===== src/rtl/led_ser_pkg.sv =====
package led_ser_pkg;
  localparam int FRAME_LEN = 36;
  localparam int LED_BITS  = 12;
  localparam int IDX_W     = $clog2(FRAME_LEN);
  localparam int M0_LED_FIRST = 3;   // cycle 4, zero based
  localparam int M1_LATCH_IDX = 34;  // cycle 35, zero based

  typedef struct packed {
    logic             frameStart;
    logic             clkHigh;
    logic [IDX_W-1:0] bitIdx;
  } ctlStrobe_t;
endpackage


===== src/rtl/led_ser_ctrl.sv =====
module led_ser_ctrl
  import led_ser_pkg::*;
#(
  parameter int DIV = 4
) (
  input  logic       clk,
  input  logic       rst,
  output ctlStrobe_t strobe
);
  localparam int PH_W = (DIV > 2) ? $clog2(DIV) : 1;
  localparam int HALF = DIV / 2;

  logic [PH_W-1:0]  phase;
  logic [IDX_W-1:0] bitIdx;

  always_ff @(posedge clk) begin
    if (rst) begin
      phase  <= '0;
      bitIdx <= '0;
    end else if (phase == PH_W'(DIV - 1)) begin
      phase  <= '0;
      bitIdx <= (bitIdx == IDX_W'(FRAME_LEN - 1)) ? '0 : bitIdx + 1'b1;
    end else begin
      phase <= phase + 1'b1;
    end
  end

  always_comb begin
    strobe.frameStart = (phase == '0) && (bitIdx == '0);
    strobe.clkHigh    = (phase >= PH_W'(HALF));
    strobe.bitIdx     = bitIdx;
  end
endmodule


===== src/rtl/led_ser_path.sv =====
module led_ser_path
  import led_ser_pkg::*;
(
  input  logic                clk,
  input  logic                rst,
  input  ctlStrobe_t          strobe,
  input  logic [LED_BITS-1:0] ledWord,
  input  logic                modeSel,
  output logic                serClk,
  output logic                serData,
  output logic                serLatch
);
  logic [LED_BITS-1:0] wordReg;
  logic                modeReg;
  logic [LED_BITS-1:0] effWord;
  logic                effMode;
  logic                dataNext;
  logic                latchNext;

  assign effWord = strobe.frameStart ? ledWord : wordReg;
  assign effMode = strobe.frameStart ? modeSel : modeReg;

  always_comb begin
    if (!effMode) begin
      dataNext = (strobe.bitIdx == '0);
      for (int k = 0; k < LED_BITS; k++) begin
        if (strobe.bitIdx == IDX_W'(M0_LED_FIRST + k)) dataNext = effWord[k];
      end
      latchNext = 1'b0;
    end else begin
      dataNext = 1'b1;
      for (int k = 0; k < LED_BITS; k++) begin
        if (strobe.bitIdx == IDX_W'(k)) dataNext = ~effWord[k];
      end
      latchNext = (strobe.bitIdx == IDX_W'(M1_LATCH_IDX)) && !strobe.clkHigh;
    end
  end

  always_ff @(posedge clk) begin
    if (rst) begin
      wordReg  <= '0;
      modeReg  <= 1'b0;
      serClk   <= 1'b0;
      serData  <= 1'b0;
      serLatch <= 1'b0;
    end else begin
      if (strobe.frameStart) begin
        wordReg <= ledWord;
        modeReg <= modeSel;
      end
      serClk   <= strobe.clkHigh;
      serData  <= dataNext;
      serLatch <= latchNext;
    end
  end
endmodule


===== src/rtl/led_serial_out.sv =====
module led_serial_out
  import led_ser_pkg::*;
#(
  parameter int DIV = 4
) (
  input  logic        clk,
  input  logic        rst,
  input  logic [11:0] ledWord,
  input  logic        modeSel,
  output logic        serClk,
  output logic        serData,
  output logic        serLatch
);
  ctlStrobe_t strobe;

  led_ser_ctrl #(.DIV(DIV)) u_ctrl (
    .clk    (clk),
    .rst    (rst),
    .strobe (strobe)
  );

  led_ser_path u_path (
    .clk      (clk),
    .rst      (rst),
    .strobe   (strobe),
    .ledWord  (ledWord),
    .modeSel  (modeSel),
    .serClk   (serClk),
    .serData  (serData),
    .serLatch (serLatch)
  );
endmodule


===== config.mk =====
export PLATFORM = sky130hd
export DESIGN_NAME = led_serial_out
export DESIGN_NICKNAME = d
export VERILOG_FILES = /design/src/rtl/led_ser_pkg.sv /design/src/rtl/led_ser_ctrl.sv /design/src/rtl/led_ser_path.sv /design/src/rtl/led_serial_out.sv
export SDC_FILE = /design/constraint.sdc
export NUM_CORES = 1
export LEC_CHECK = 0
export ABC_CLOCK_PERIOD_IN_PS = 2800
export CORE_AREA = 3 3 47 91
export DETAILED_ROUTE_END_ITERATION = 6
export DIE_AREA = 0 0 50 94
export DONT_BUFFER_PORTS = 1
export PLACE_DENSITY = 0.5
export SLEW_MARGIN = 20
export SYNTH_ARGS = -nofsm -noshare
export SYNTH_HDL_FRONTEND = slang
export SYNTH_HIERARCHICAL = 1
export SYNTH_SLANG_ARGS = --single-unit

===== constraint.sdc =====
create_clock -name clk -period 2.8 [get_ports clk]
set_input_delay 0.56 -clock clk [delete_from_list [all_inputs] [get_ports clk]]
set_output_delay 0.56 -clock clk [all_outputs]
set_load 0.03 [all_outputs]

Word level (Yosys, flattened, before mapping) --
Cells that the tools add are included. W data, S select, Z words.
Cells by class: add/sub/neg operators 2, multipliers 0, divide/modulo/power cells 0, magnitude comparators 1, equal/unequal tests 17, shift operators 0, mux-type cells 28, bitwise logic cells 13, reductions and logical operators 7
Operator list (count):
- $eq A6 B4 Y1 const B | 7
- $mux W1 | 26
- $eq A6 B3 Y1 const B | 4
- $not A1 Y1 | 13
- $eq A6 B2 Y1 const B | 2
- $eq A6 B6 Y1 const B | 2
- $mux W12 | 1
- $add A6 B1 Y6 const B | 1
- $eq A6 B1 Y1 const B | 1
- $logic_not A6 Y1 | 1
- $mux W6 | 1
- $reduce_or A2 Y1 | 2
- $add A2 B1 Y2 const B | 1
- $eq A2 B2 Y1 const B | 1
- $ge A2 B2 Y1 const B | 1
- $logic_and A1 B1 Y1 | 2
- $logic_not A2 Y1 | 1
- $logic_not A1 Y1 | 1
Word-level totals: bits in registers 24, latch bits 0, memory bits (writable) 0, memory bits (read-only) 0, input bits 15, output and inout bits 3, word-level logic and storage cells 75, memories 0

Longest topological paths before layout --
Gate-level depths: netlist of the first run.
depth after elaboration 17, gate-level depth with buffers 11, gate-level depth less buffers 9

Modules after synthesis --
Netlist of the first run, hierarchy kept.
By module, submodules not included:
- led_ser_path | times used 1, cells each 107, area each 943.4 um2, seq. area each 320.3 um2
- led_ser_ctrl | times used 1, cells each 41, area each 412.9 um2, seq. area each 160.2 um2

Worst setup path after synthesis of the first run --
No wires, ideal clock.
kind register to register, start register u_ctrl.bitIdx[2], end register u_path.serData, library setup time 0.121 ns, arrival 1.958 ns, required time 2.679 ns, path slack 0.721 ns, cell stages (with the launch flop) 9, path buffers 1, clock period less this slack 2.079 ns, cells stage by stage dfxtp_1 -> nor3_1 -> and4b_1 -> buf_6 -> mux4_2 -> mux2i_1 -> a21oi_1 -> nor4_2 -> o2bb2ai_1
RTL lines:
- from (decl) | line led_ser_ctrl.sv:14 | logic [IDX_W-1:0] bitIdx;
- from (signal assigned) | line led_ser_ctrl.sv:22 | bitIdx <= (bitIdx == IDX_W'(FRAME_LEN - 1)) ? '0 : bitIdx + 1'b1;
- to (signal assigned) | line led_ser_path.sv:52 | serData <= dataNext;
- to (decl) | line led_ser_path.sv:10 | output logic serData,

==> metrics, run 1 <==
outcome finished clean; number of design rule violations left after detail routing 0; clock skew after layout between 5 and 6 ps; count of nets left with antenna violations after detail routing 0; fmax 384 MHz; total setup violations reported at the end of the flow 0; Power per Cell Area 551 mW/mm^2; count of cell types in the netlist 40; initial antenna violation count 0; starting density of the core between 30 and 40%; count of synthesis-stage warnings from yosys 6; via count of the first global-routing pass ~1,100; Min-Delay Path Class in2reg; clock sink total 24; wire length of the first global-routing pass 5090 um; Sequential cell area between 400 and 500 sq um; Max Slew Vio Count 0; most common cell after layout, fill and taps aside sky130_fd_sc_hd__dfxtp_1; clock root buffer sky130_fd_sc_hd__clkbuf_8; Max VDD drop roughly 0.00032 V; remaining max-slew budget at the tightest pin 59.0%; GR Overflow Total 0; Max-Cap Viols 0; gate count after technology mapping 148; share of the core filled with cells in the final layout between 30% and 40%; Avg Synthesized Cell Area a little over 9 sq um; IO buf count 0; Worst Setup End Kind flop; top fanout value on the critical path 10; Worst EP arrival 2770 ps; kind of start point of the critical path flop; site row count 31; combined area of the multi-input logic cells ~800 sq um; total count of hold-check failures in the final report 0; Post-synth EDFFs 0; post-cts sizing count 0; Final period util between 90% and 100%; first-pass detailed-route iteration total 4; worst-skew pair later-pin latency approximately 270 ps; required time worst endpoint about 3000 ps; routability-driven placement congestion ratio just under 0.9; number of I/O pins 18; Die Footprint ~0.0047 sq mm; leading cell types in the layout, fill and taps excluded 24 x sky130_fd_sc_hd__dfxtp_1, 23 x sky130_fd_sc_hd__nor2_1, 16 x sky130_fd_sc_hd__mux2i_1; count of state elements after synthesis 24; synthesized netlist net count between 150 and 200; total number of nets in the final design 170; crit path kind reg2reg; wire length reported by the detailed router between 3000 and 4000 um; number of buffers inserted to repair setup after CTS 0; per-cell routed wire length between 15 and 20 um; share of synthesized flip-flops with an asynchronous set or reset 0%; Post-CTS Hold Buffers 0; unrepaired setup endpoints after global routing no; share of Yosys cell area claimed by the top area cell type 35.4%; number of clock buffers inserted by TritonCTS 3; Tmin final approximately 2600 ps; synthesized area ~0.0014 sq mm; cell taking the most area after synthesis sky130_fd_sc_hd__dfxtp_1; core area 0.00368 sq mm; Most used DFF post-synth sky130_fd_sc_hd__dfxtp_1; # H-tree levels 1; slew at the pin with the worst max-slew slack roughly 610 ps; area growth from synthesis to layout 6.18%; CTS Buffer Depth 2; CTS clock-pin slew for the worst setup and hold paths 90 ps; GRT Total Usage 14.4%; Die H approximately 94 um; sequential element share of the synthesized area 35.4%; sum of net half-perimeters after detailed placement ~2300 um; die span in x ~50 um; via count 1,080; final setup TNS 0 ps; maximum number of pins on one net before global-route repair 22; detail-routed via count per cell roughly 5.5; count of routing violations after the opening detailed-route iteration 25; n_diodes 0; leakage power total ~0.56 nW; layout filler cell count a little under 400; share of post-route cells with drive strength above 1 ~12%; Area contributors post-synth sky130_fd_sc_hd__dfxtp_1 35%, sky130_fd_sc_hd__mux2i_1 12%, sky130_fd_sc_hd__nor2_1 6.4%, sky130_fd_sc_hd__ha_1 4.6%, sky130_fd_sc_hd__mux4_2 3.3%; clock tree from TritonCTS done
## Yosys cell counts, types with 3 or more instances
master and n:
sky130_fd_sc_hd__xor2_1 3, sky130_fd_sc_hd__dfxtp_1 24, sky130_fd_sc_hd__buf_2 3, sky130_fd_sc_hd__inv_1 5, sky130_fd_sc_hd__nor2_1 23, sky130_fd_sc_hd__o21ai_0 6, sky130_fd_sc_hd__nand2_1 7, sky130_fd_sc_hd__mux2_2 3
sky130_fd_sc_hd__buf_6 3, sky130_fd_sc_hd__ha_1 5, sky130_fd_sc_hd__nand3_1 3, sky130_fd_sc_hd__nor2b_1 4, sky130_fd_sc_hd__mux2i_1 16, sky130_fd_sc_hd__a21oi_1 5, sky130_fd_sc_hd__nor3_1 6
## report_power, final
| part | total [mW] | switching, mW | leakage [nW] | internal, mW |
|---|---|---|---|---|
| Combinational | 0.190 | 0.0973 | 0.345 | 0.0923 |
| Sequential | 0.397 | 0.0238 | 0.197 | 0.373 |
| Clock | 0.207 | 0.110 | 0.0216 | 0.0963 |
## cell type report
type | instances | area share (%)
sequential | 24 | 33.4
inverter | 5 | 1.30
multi-input combinational | 111 | 55.6
timing repair buffer | 5 | 2.61
tap | 49 | 4.26
clock buffer | 3 | 2.87
## flip-flops by register name, indices dropped and copies added, names as in the netlist
name / count
u_ctrl/phase: 2
u_path/serLatch: 1
u_path/modeReg: 1
u_path/wordReg: 12
u_ctrl/bitIdx: 6
u_path/serData: 1
u_path/serClk: 1
## stage by stage
stage | cells | worst slack (ps) | hold slack (ps) | area, sq um | power, mW
6_report | 197 | 193 | 349 | 1440 | 0.793
5_1_grt | 197 | 19.6 | 340 | 1440 | 0.839
4_1_cts | 197 | 219 | 344 | 1440 | 0.803
3_5_place_dp | 194 | 235 | 442 | 1400 | 0.595
3_3_place_gp | 194 | 255 | 434 | 1400 | 0.592
2_1_floorplan | 148 | 721 | 421 | 1360 | 0.567
## path summary, 6_finish.rpt
path                            slack [ps]        startpoint         endpoint  cells past startpoint
worst max-delay path                   190  u_ctrl/bitIdx[3]   u_path/serData                      7
worst min-delay path                   350               rst  u_ctrl/phase[0]                      1
worst max register to register         190  u_ctrl/bitIdx[3]   u_path/serData                      7
worst min register to register         460   u_ctrl/phase[0]  u_ctrl/phase[0]                      1
## routing by layer
metal | vias up | GRT usage, % | wire length (um)
li1 | 529 | - | -
met1 | 511 | 14.6 | 1160
met2 | 29 | 26.2 | 1690
met3 | 11 | 2.07 | 127
met4 | 0 | 9.24 | 124
met5 | - | 0 | 0
## cell families (layout without fill, tap and decap cells)
| group | count (synthesis) | after routing | synth area share (%) |
|---|---|---|---|
| AOI/OAI and AO/OA | 22 | 22 | 10.7 |
| xor gates and xnor gates | 4 | 4 | 2.58 |
| adders and majority gates | 5 | 5 | 4.61 |
| buffers and inverters | 13 | 13 | 5.53 |
| DFF | 24 | 24 | 35.4 |
| muxes | 21 | 21 | 17.6 |
| and+or+nand+nor | 59 | 59 | 23.5 |
## worst max-delay path, cell delays in order (launching register included)
cell                        delay [ps]
sky130_fd_sc_hd__dfxtp_1           400
sky130_fd_sc_hd__nor3_1            250
sky130_fd_sc_hd__and4b_1           590
sky130_fd_sc_hd__mux4_2            600
sky130_fd_sc_hd__mux2i_1           140
sky130_fd_sc_hd__a21oi_1           120
sky130_fd_sc_hd__nor4_2            290
sky130_fd_sc_hd__o2bb2ai_1         110
(Power assumes the default switching activity.)
==> inputs of run 2 (changes only) <==
--- a/config.mk
+++ b/config.mk
@@ -8,7 +8,7 @@
 export ABC_CLOCK_PERIOD_IN_PS = 2800
-export CORE_AREA = 3 3 47 91
+export CORE_AREA = 3 3 64 66
 export DETAILED_ROUTE_END_ITERATION = 6
-export DIE_AREA = 0 0 50 94
+export DIE_AREA = 0 0 67 69
 export DONT_BUFFER_PORTS = 1
-export PLACE_DENSITY = 0.5
+export PLACE_DENSITY = 0.51
 export SLEW_MARGIN = 20
==> constraint.sdc (replaced) <==
create_clock -name clk -period 2.8 [get_ports clk]
set_input_delay 0.7 -clock clk [delete_from_list [all_inputs] [get_ports clk]]
set_output_delay 0.7 -clock clk [all_outputs]
set_load 0.03 [all_outputs]
==> run 2 against run 1 <==
Compared with the run above: worst setup slack improved by 69 ps; core utilization increased by 0.52 points; sequential power about the same; fmax increased by 2.7%; wire length decreased by 11%; non-clock buffer count unchanged; count of clock-buffer cells in the layout unchanged; via count decreased by 3.1%; power decreased by 1.1%; critical path type unchanged; largest cell class unchanged; highest routed layer unchanged.
==> metrics, run 2 (same netlist as run 1, synthesis figures left out) <==
outcome finished clean; maximum number of pins on one net before global-route repair 22; Power per Cell Area between 500 and 600 mW/mm^2; Max VDD drop 0.000223 V; IO buf count 0; number of clock buffers inserted by TritonCTS 3; CTS clock-pin slew for the worst setup and hold paths about 80 ps; M1 GR Usage between 15 and 20%; largest registers u_path/wordReg (12), u_ctrl/bitIdx (6), u_ctrl/phase (2); total count of hold-check failures in the final report 0; slew at the pin with the worst max-slew slack 497 ps; Die H approximately 69 um; clock skew after layout about 1.3 ps; clock root buffer sky130_fd_sc_hd__clkbuf_8; routability-driven placement congestion ratio 0.826; clock sink total 24; area growth from synthesis to layout 6.09%; top fanout value on the critical path 9; n_diodes 0; first-pass detailed-route iteration total 4; total setup violations reported at the end of the flow 0; post-cts sizing count 0; share of the core filled with cells in the final layout 39.6%; busiest grt layer met2; sum of net half-perimeters after detailed placement approximately 2000 um; final setup TNS 0 ps; Worst Setup End Kind flop; core area 0.00363 sq mm; CTS Buffer Depth 2; number of design rule violations left after detail routing 0; Tmin final 2540 ps; met2 track demand over resource between 10% and 20%; Worst EP arrival 2740 ps; GR Overflow Total 0; site row count 22; wire length of the first global-routing pass ~4600 um; per-cell routed wire length between 10 and 15 um; worst-skew pair later-pin latency 260 ps; total number of nets in the final design 170; kind of start point of the critical path flop; number of I/O pins 18; final worst hold slack ~450 ps; Inst Count DP 193; required time worst endpoint 3000 ps; Final period util between 90% and 100%; share of post-route cells with drive strength above 1 12.2%; Max-Cap Viols 0; Post-CTS Hold Buffers 0; most common cell after layout, fill and taps aside sky130_fd_sc_hd__dfxtp_1; leading cell types in the layout, fill and taps excluded 24 x sky130_fd_sc_hd__dfxtp_1, 23 x sky130_fd_sc_hd__nor2_1, 16 x sky130_fd_sc_hd__mux2i_1; register with the most flip-flops u_path/wordReg; GRT met3 Usage 2.28%; combined area of the multi-input logic cells 801 sq um; die span in x 67 um; count of routing violations after the opening detailed-route iteration 52; Max Slew Vio Count 0; remaining max-slew budget at the tightest pin between 60 and 70%; Die Footprint 0.00462 sq mm; initial antenna violation count 0; count of nets left with antenna violations after detail routing 0; non-filler cells in the finished layout 196; Sequential cell area a little under 500 sq um; layout filler cell count between 300 and 400; via count approximately 1,000; number of flip-flops in the largest register 12; # H-tree levels 1; Min-Delay Path Class reg2reg; starting density of the core about 37%; wire length reported by the detailed router ~2800 um; leakage power total 0.564 nW; number of buffers inserted to repair setup after CTS 0; clock tree from TritonCTS done; unrepaired setup endpoints after global routing no; detail-routed via count per cell 5.34; crit path kind reg2reg; fmax slightly below 400 MHz; via count of the first global-routing pass approximately 960; GRT Total Usage 12.6%
[run 2: cell counts in the layout (fill, tap and decap cells not counted)]
No cell type changed its count.
[run 2: metrics by stage]
stage          setup slack, ps  instance area (sq um)  total power, mW
2_1_floorplan              721                   1360            0.567
3_3_place_gp               336                   1400            0.589
3_5_place_dp               278                   1400            0.592
4_1_cts                    256                   1440            0.798
5_1_grt                   37.4                   1440            0.832
6_report                   261                   1440            0.785
[run 2: cell type report]
| class | instances | area share [%] |
|---|---|---|
| clock buffer | 3 | 2.87 |
| inverter | 5 | 1.30 |
| multi-input combinational | 111 | 55.7 |
| sequential | 24 | 33.4 |
| tap | 48 | 4.17 |
| timing repair buffer | 5 | 2.61 |
[run 2: power breakdown]
group / switching (mW) / internal (mW) / leakage [nW] / total [mW]
registers: 0.0238 / 0.373 / 0.197 / 0.397
clock network: 0.105 / 0.0961 / 0.0216 / 0.201
logic: 0.0938 / 0.0926 / 0.345 / 0.186
[run 2: final timing paths]
kind	endpoint	slack [ps]	start	cells past startpoint
max	u_path/serData	260	u_ctrl/bitIdx[3]	8
min	u_ctrl/phase[0]	450	u_ctrl/phase[0]	1
max reg2reg	u_path/serData	260	u_ctrl/bitIdx[3]	8
min reg2reg	u_ctrl/phase[0]	450	u_ctrl/phase[0]	1
[run 2: routing by layer]
layer,vias to the layer above,wire (um)
met5,-,0
met4,0,24
met3,2,127
met2,21,1230
met1,499,1380
li1,525,-
[run 2: critical path: stages, from the launching register on]
cell and delay (ps):
sky130_fd_sc_hd__dfxtp_1 400, sky130_fd_sc_hd__nor3_1 250, sky130_fd_sc_hd__and4b_1 510, sky130_fd_sc_hd__buf_4 270
sky130_fd_sc_hd__mux4_2 510, sky130_fd_sc_hd__mux2i_1 150, sky130_fd_sc_hd__o21ai_0 90, sky130_fd_sc_hd__a41oi_1 170
sky130_fd_sc_hd__o2bb2ai_1 130
